## src/rtl/bag_pkg.sv

```systemverilog
package bag_pkg;

  typedef enum logic {
    ORD_LINEAR     = 1'b0,
    ORD_INTERLEAVE = 1'b1
  } order_e;

  typedef struct packed {
    logic load;       // selected strobe: capture address
    logic desel_load; // strobe while deselected
    logic step;       // advance the burst index
  } cmd_t;

endpackage

```

## src/rtl/bag_cmd_decode.sv

```systemverilog
module bag_cmd_decode
  import bag_pkg::*;
(
  input  logic strobe_cpu_n,
  input  logic strobe_ctl_n,
  input  logic adv_n,
  input  logic cs_n,
  input  logic cs,
  input  logic desel_q,
  output cmd_t cmd
);

  logic any_strobe;
  logic selected;

  always_comb begin
    any_strobe     = ~strobe_cpu_n | ~strobe_ctl_n;
    selected       = ~cs_n & cs;
    cmd.load       = any_strobe & selected;
    cmd.desel_load = any_strobe & ~selected;
    // load has priority over advance
    cmd.step       = ~any_strobe & ~adv_n & ~desel_q;
  end

endmodule

```

## src/rtl/bag_base_reg.sv

```systemverilog
module bag_base_reg #(
  parameter int AW = 20
) (
  input  logic          clk,
  input  logic          rst_n,
  input  logic          load,
  input  logic          desel_load,
  input  logic [AW-1:0] addr_i,
  output logic [AW-1:0] base_q,
  output logic          desel_q
);

  always_ff @(posedge clk) begin
    if (!rst_n) begin
      base_q  <= '0;
      desel_q <= 1'b1;
    end else if (load) begin
      base_q  <= addr_i;
      desel_q <= 1'b0;
    end else if (desel_load) begin
      desel_q <= 1'b1;
    end
  end


  desel_base_hold_chk: assert property (@(posedge clk) disable iff (!rst_n)
    desel_load |=> desel_q && $stable(base_q));

endmodule

```

## src/rtl/bag_burst_cnt.sv

```systemverilog
module bag_burst_cnt #(
  parameter int CW = 2
) (
  input  logic          clk,
  input  logic          rst_n,
  input  logic          load,
  input  logic          step,
  output logic [CW-1:0] idx_q
);

  localparam logic [CW-1:0] ONE = CW'(1);

  always_ff @(posedge clk) begin
    if (!rst_n)
      idx_q <= '0;
    else if (load)
      idx_q <= '0;
    else if (step)
      idx_q <= idx_q + ONE;
  end


  wrap_to_zero_chk: assert property (@(posedge clk) disable iff (!rst_n)
    (!load && step && (idx_q == {CW{1'b1}})) |=> (idx_q == '0));

endmodule

```

## src/rtl/bag_order_map.sv

```systemverilog
module bag_order_map
  import bag_pkg::*;
#(
  parameter int CW = 2
) (
  input  logic [CW-1:0] start,
  input  logic [CW-1:0] idx,
  input  order_e        order,
  output logic [CW-1:0] low
);

  logic [CW-1:0] lin_low;
  logic [CW-1:0] ilv_low;

  assign lin_low = start + idx;

  for (genvar b = 0; b < CW; b++) begin : g_ilv
    assign ilv_low[b] = start[b] ^ idx[b];
  end

  assign low = (order == ORD_INTERLEAVE) ? ilv_low : lin_low;

endmodule

```

## src/rtl/burst_addr_gen.sv

```systemverilog
module burst_addr_gen
  import bag_pkg::*;
#(
  parameter int AW = 20,
  parameter int CW = 2
) (
  input  logic          clk,
  input  logic          rst_n,
  input  logic [AW-1:0] addr_i,
  input  logic          strobe_cpu_n,
  input  logic          strobe_ctl_n,
  input  logic          adv_n,
  input  logic          order_sel,
  input  logic          cs_n,
  input  logic          cs,
  output logic [AW-1:0] addr_o,
  output logic [CW-1:0] burst_idx_o,
  output logic          desel_o
);

  localparam int HW = AW - CW;

  cmd_t          cmd;
  logic [AW-1:0] base_q;
  logic          desel_q;
  logic [CW-1:0] idx_q;
  logic [CW-1:0] low;

  bag_cmd_decode u_dec (
    .strobe_cpu_n (strobe_cpu_n),
    .strobe_ctl_n (strobe_ctl_n),
    .adv_n        (adv_n),
    .cs_n         (cs_n),
    .cs           (cs),
    .desel_q      (desel_q),
    .cmd          (cmd)
  );

  bag_base_reg #(.AW(AW)) u_base (
    .clk        (clk),
    .rst_n      (rst_n),
    .load       (cmd.load),
    .desel_load (cmd.desel_load),
    .addr_i     (addr_i),
    .base_q     (base_q),
    .desel_q    (desel_q)
  );

  bag_burst_cnt #(.CW(CW)) u_cnt (
    .clk   (clk),
    .rst_n (rst_n),
    .load  (cmd.load),
    .step  (cmd.step),
    .idx_q (idx_q)
  );

  bag_order_map #(.CW(CW)) u_map (
    .start (base_q[CW-1:0]),
    .idx   (idx_q),
    .order (order_e'(order_sel)),
    .low   (low)
  );

  assign addr_o      = {base_q[AW-1:CW], low};
  assign burst_idx_o = idx_q;
  assign desel_o     = desel_q;


  sel_load_capture_chk: assert property (@(posedge clk) disable iff (!rst_n)
    ((!strobe_cpu_n || !strobe_ctl_n) && !cs_n && cs)
      |=> (addr_o[AW-1:CW] == $past(addr_i[AW-1:CW])) && (burst_idx_o == '0) && !desel_o);


  adv_step_chk: assert property (@(posedge clk) disable iff (!rst_n)
    (strobe_cpu_n && strobe_ctl_n && !adv_n && !desel_o)
      |=> (burst_idx_o == ($past(burst_idx_o) + CW'(1))));


  upper_hold_chk: assert property (@(posedge clk) disable iff (!rst_n)
    (strobe_cpu_n && strobe_ctl_n) |=> $stable(addr_o[AW-1:CW]));


  desel_no_adv_chk: assert property (@(posedge clk) disable iff (!rst_n)
    (strobe_cpu_n && strobe_ctl_n && desel_o) |=> desel_o && $stable(burst_idx_o));

  // width bookkeeping: the upper field must be non-empty
  initial begin
    upper_width_chk: assert (HW > 0);
  end

endmodule

```

## config.mk

```make
export PLATFORM = sky130hd
export DESIGN_NAME = burst_addr_gen
export DESIGN_NICKNAME = d
export VERILOG_FILES = /design/src/rtl/bag_pkg.sv /design/src/rtl/bag_cmd_decode.sv /design/src/rtl/bag_base_reg.sv /design/src/rtl/bag_burst_cnt.sv /design/src/rtl/bag_order_map.sv /design/src/rtl/burst_addr_gen.sv
export SDC_FILE = /design/constraint.sdc
export NUM_CORES = 1
export LEC_CHECK = 0
export BUFFER_PORTS_ARGS = -buffer_cell sky130_fd_sc_hd__buf_2
export CORE_AREA = 10 10 59 61
export CTS_CLUSTER_DIAMETER = 40
export DETAILED_ROUTE_END_ITERATION = 8
export DIE_AREA = 0 0 69 71
export PLACE_DENSITY = 0.79
export SLEW_MARGIN = 40
export SYNTH_ARGS = -nofsm -noshare
export SYNTH_HDL_FRONTEND = slang
export SYNTH_HIERARCHICAL = 1
export SYNTH_SLANG_ARGS = --single-unit
```

## constraint.sdc

```tcl
create_clock -name clk -period 1.5 [get_ports clk]
set_input_delay 0.225 -clock clk [delete_from_list [all_inputs] [get_ports clk]]
set_output_delay 0.225 -clock clk [all_outputs]
set_load 0.03 [all_outputs]
```

After elaboration in Yosys (flattened, before gate mapping)
Cells that the tools add are included.
{ "word_totals": {"ff_bits": 23, "ramBits": 0, "out_inout_bits": 23, "elab_cells": 26, "in_bits": 28, "romBits": 0, "latchBits": 0, "memories": 0} }
{ "op_classes": {"mul": 0, "bitwise": 16, "reduce_logical": 2, "addsub": 2, "order_cmp": 0, "mux": 3, "n_shift": 0, "n_eq_ne": 0, "n_div": 0} }
{ "ops": {"columns": ["operator", "count"], "rows": [
  ["1-bit NOT", 8],
  ["1-bit AND", 5],
  ["2-bit by 1-bit adder with 2-bit output (second input constant)", 1],
  ["2-bit adder", 1],
  ["1-bit two-way mux", 2],
  ["2-bit two-way mux", 1],
  ["2-bit nonzero test", 1],
  ["2-bit OR reduction", 1],
  ["1-bit bitwise XOR", 2],
  ["1-bit OR", 1]
]} }

Logic depth before layout (Yosys ltp)
{ "depth": {"ltp_word": 6, "mapped_depth": 6, "mapped_depth_nobuf": 4} }

Modules after synthesis
Netlist, hierarchy kept.
{ "by_module_without_submodules": {"columns": ["mod", "instances", "seq_area_each_um2", "cells_each", "area_per_inst_um2"], "rows": [
  ["bag_base_reg", 1, 420.4, 68, 813.3],
  ["bag_burst_cnt", 1, 40.0, 8, 85.1],
  ["bag_cmd_decode", 1, 0.0, 5, 36.3],
  ["bag_order_map", 1, 0.0, 4, 36.3]
]} }

Worst setup path before layout
No wires, ideal clock.
{ "synth_timing": {"path_type": "reg-to-output", "from": "register u_cnt.idx_q[0]", "to": "output port addr_o[1]", "stages_incl_launch_ff": 4, "arrival_time_ns": 1.304, "required_time_ns": 1.275, "n_path_buf": 0, "slack_ns": -0.029, "cell_sequence": "dfxtp_1 > ha_1 > nor2b_1 > xnor2_1"} }
{ "synth_via": {"elab_chain_len": 2} }
{ "synth_lines": {"columns": ["item", "line", "source"], "rows": [
  ["start, declared", "bag_burst_cnt.sv:8", "output logic [CW-1:0] idx_q"],
  ["start signal, assigned", "bag_burst_cnt.sv:19", "idx_q <= idx_q + ONE;"],
  ["2-bit adder", "bag_order_map.sv:15", "assign lin_low = start + idx;"],
  ["2-bit two-way mux", "bag_order_map.sv:21", "assign low = (order == ORD_INTERLEAVE) ? ilv_low : lin_low;"],
  ["end, declared", "burst_addr_gen.sv:16", "output logic [AW-1:0] addr_o,"]
]} }
No other way between the ends.

Worst setup path in the final report
Ends and elaborated chain as after synthesis.

==> metrics <==
number of H-tree levels 1; Cell Pwr Density 869.0 nW/µm²; slew margin rel. 0.7526; Initial Util 0.4067; total grt overflow 0; startpoint types register; cts bufs inserted 3; Synth Net Count 114; final period utilization 0.9705; layout cells sized above 1 0.4779; most common cell after layout, fill and taps aside buf_2; min cycle time layout 1456 ps; vias 754; RSZ-0062 raised after global routing no; floorplan row count 18; I/O pins 51; Clock Skews 0.2852 ps; status complete, no violations; post-synth top area share 0.4742; Layout Nets 166; fin. max-slew vios 0; Post-Place Cells 161; DRC Markers 0; Yosys cell types 19; Yosys Warn Count 6; worst slew pin tran 368.3 ps; Lkg Pwr 0.5873 nW; most frequent cells in the layout buf_2, dfxtp_1, mux2i_1, nor2b_1, clkbuf_4; setup TNS 0 ps; Reg clk slew, reported paths 120 ps; filler cell count 227; arrival time worst endpoint 1230 ps; final WL 2211 µm; peak supply drop 504.0 µV; Crit. End Element primary output; first-pass GRT wire length 3815 µm; Max Cap Violations 0; largest net degree at the start of global routing 23; Placement Cell Area 1231 µm²; core area 2387 µm²; Clk Latency, worst-skew pair 300 ps; CP max FO 2; synthesized cell area 970.9 µm²; die height 71 µm; ANT cells 0; TritonCTS sink count 23; die area 4899 µm²; GRT Util Overall 0.08995; hpwl dp 1824 µm; WP data required 1270 ps; cell taking the most area after synthesis dfxtp_1; initial antenna violation count 0; Layout Cells excl Fill 166; Finished Cell Area 1297 µm²; CTS tree yes; Max Fclk 687.0 MHz; Hold WC Path Type in2reg; count of final setup violators 0; Antenna Nets Post-Route 0; cts hold-fix bufs 0; FF-to-FF path depth 3; Die Wd 69 µm; Worst Setup Path Type reg2out; I/O Buffers 50; Yosys reg bits 23; Routed WL per cell 13.32 µm; sequential share of the synthesized area 0.4742; Area contributors post-synth dfxtp_1, mux2i_1, nor2b_1; First DRT Iteration DRCs 19; Synth Instances 85; Hold Crit Depth 3; vias in the first global route 871; deepest clock path buffer count 2; First-pass DRT Iterations 2; synthesis-to-layout area growth 33.63%; CTS root buf clkbuf_4; Fin. Hold Viols 0; Synth Area per Inst 11.42 µm²; Final Wtd Congestion 0.6898; vias per cell 4.542
## routing by layer
layer / share of wire / track usage
met4: 0 / 0.01566
met3: 0.099 / 0.03905
met5: 0 / 0
met1: 0.40 / 0.09880
met2: 0.50 / 0.1585
## cells by family after synthesis
logic type,after synthesis,share of synthesized area
buffers and inverters,5,0.06057
and+or+nand+nor,29,0.1894
muxes,20,0.2062
DFF,23,0.4742
AOI/OAI and AO/OA,4,0.02963
adders and majority gates,1,0.01288
xor gates and xnor gates,3,0.02707
## flip-flops by register name, indices dropped and copies added, names as in the netlist
name,flops
u_base/base_q,20
u_cnt/idx_q,2
u_base/desel_q,1
## final timing paths
check                   startpoint                 to  slack [ps]
hold reg to reg   u_base/base_q[7]   u_base/base_q[7]         520
setup reg to reg    u_base/desel_q     u_cnt/idx_q[1]         440
setup / recovery    u_cnt/idx_q[0]          addr_o[1]          40
hold / removal          addr_i[15]  u_base/base_q[15]         170
## where the power goes
part | total, mW | switching, mW | internal (mW)
clock | 0.269 | 0.170 | 0.0992
combinational | 0.210 | 0.116 | 0.0945
sequential | 0.648 | 0.0130 | 0.635
total | 1.13 | 0.299 | 0.829
## through the flow
step / hold WS [ps] / setup slack, ps / util / power (mW)
finish: 171.5 / 44.29 / 0.5435 / 1.128
global route: 175.6 / 7.646 / 0.5435 / 1.185
CTS: 166.5 / 3.126 / 0.5356 / 1.143
detailed placement: 491.4 / 182.0 / 0.5157 / 0.8736
global placement: 479.3 / 223.4 / 0.5157 / 0.8654
floorplan: 353.2 / 113.7 / - / 0.8064
## area by class of cell
class	instances	area (µm²)	share of cell area
clock buffers	3	22.52	0.01736
flip-flops and latches	23	465.4	0.3587
repair buffers	52	284.0	0.2189
well taps	30	37.54	0.02893
multi-input cells	57	483.0	0.3722
clock inverters	1	5.005	0.003857
## critical path: stages (launching register included)
cell     delay [ps]
dfxtp_4         370
ha_4            140
nor2b_4         120
xnor2_2         150
buf_6           150
## what timing repair did
action	CTS	global route
resized for setup	5	4
endpoints found under the setup margin	1	1
pin swaps	0	1
buffers inserted	1	0
## cell usage after synthesis, drive strengths merged
cell,number
xnor2,3
nor2,2
dfxtp,23
nand3b,1
mux2i,20
o21ai,1
nor2b,21
nor3,1
and2,1
clkbuf,2
ha,1
buf,3
a21oi,2
nand2b,2
a21bo,1
nand2,1
(Power assumes the default switching activity.)
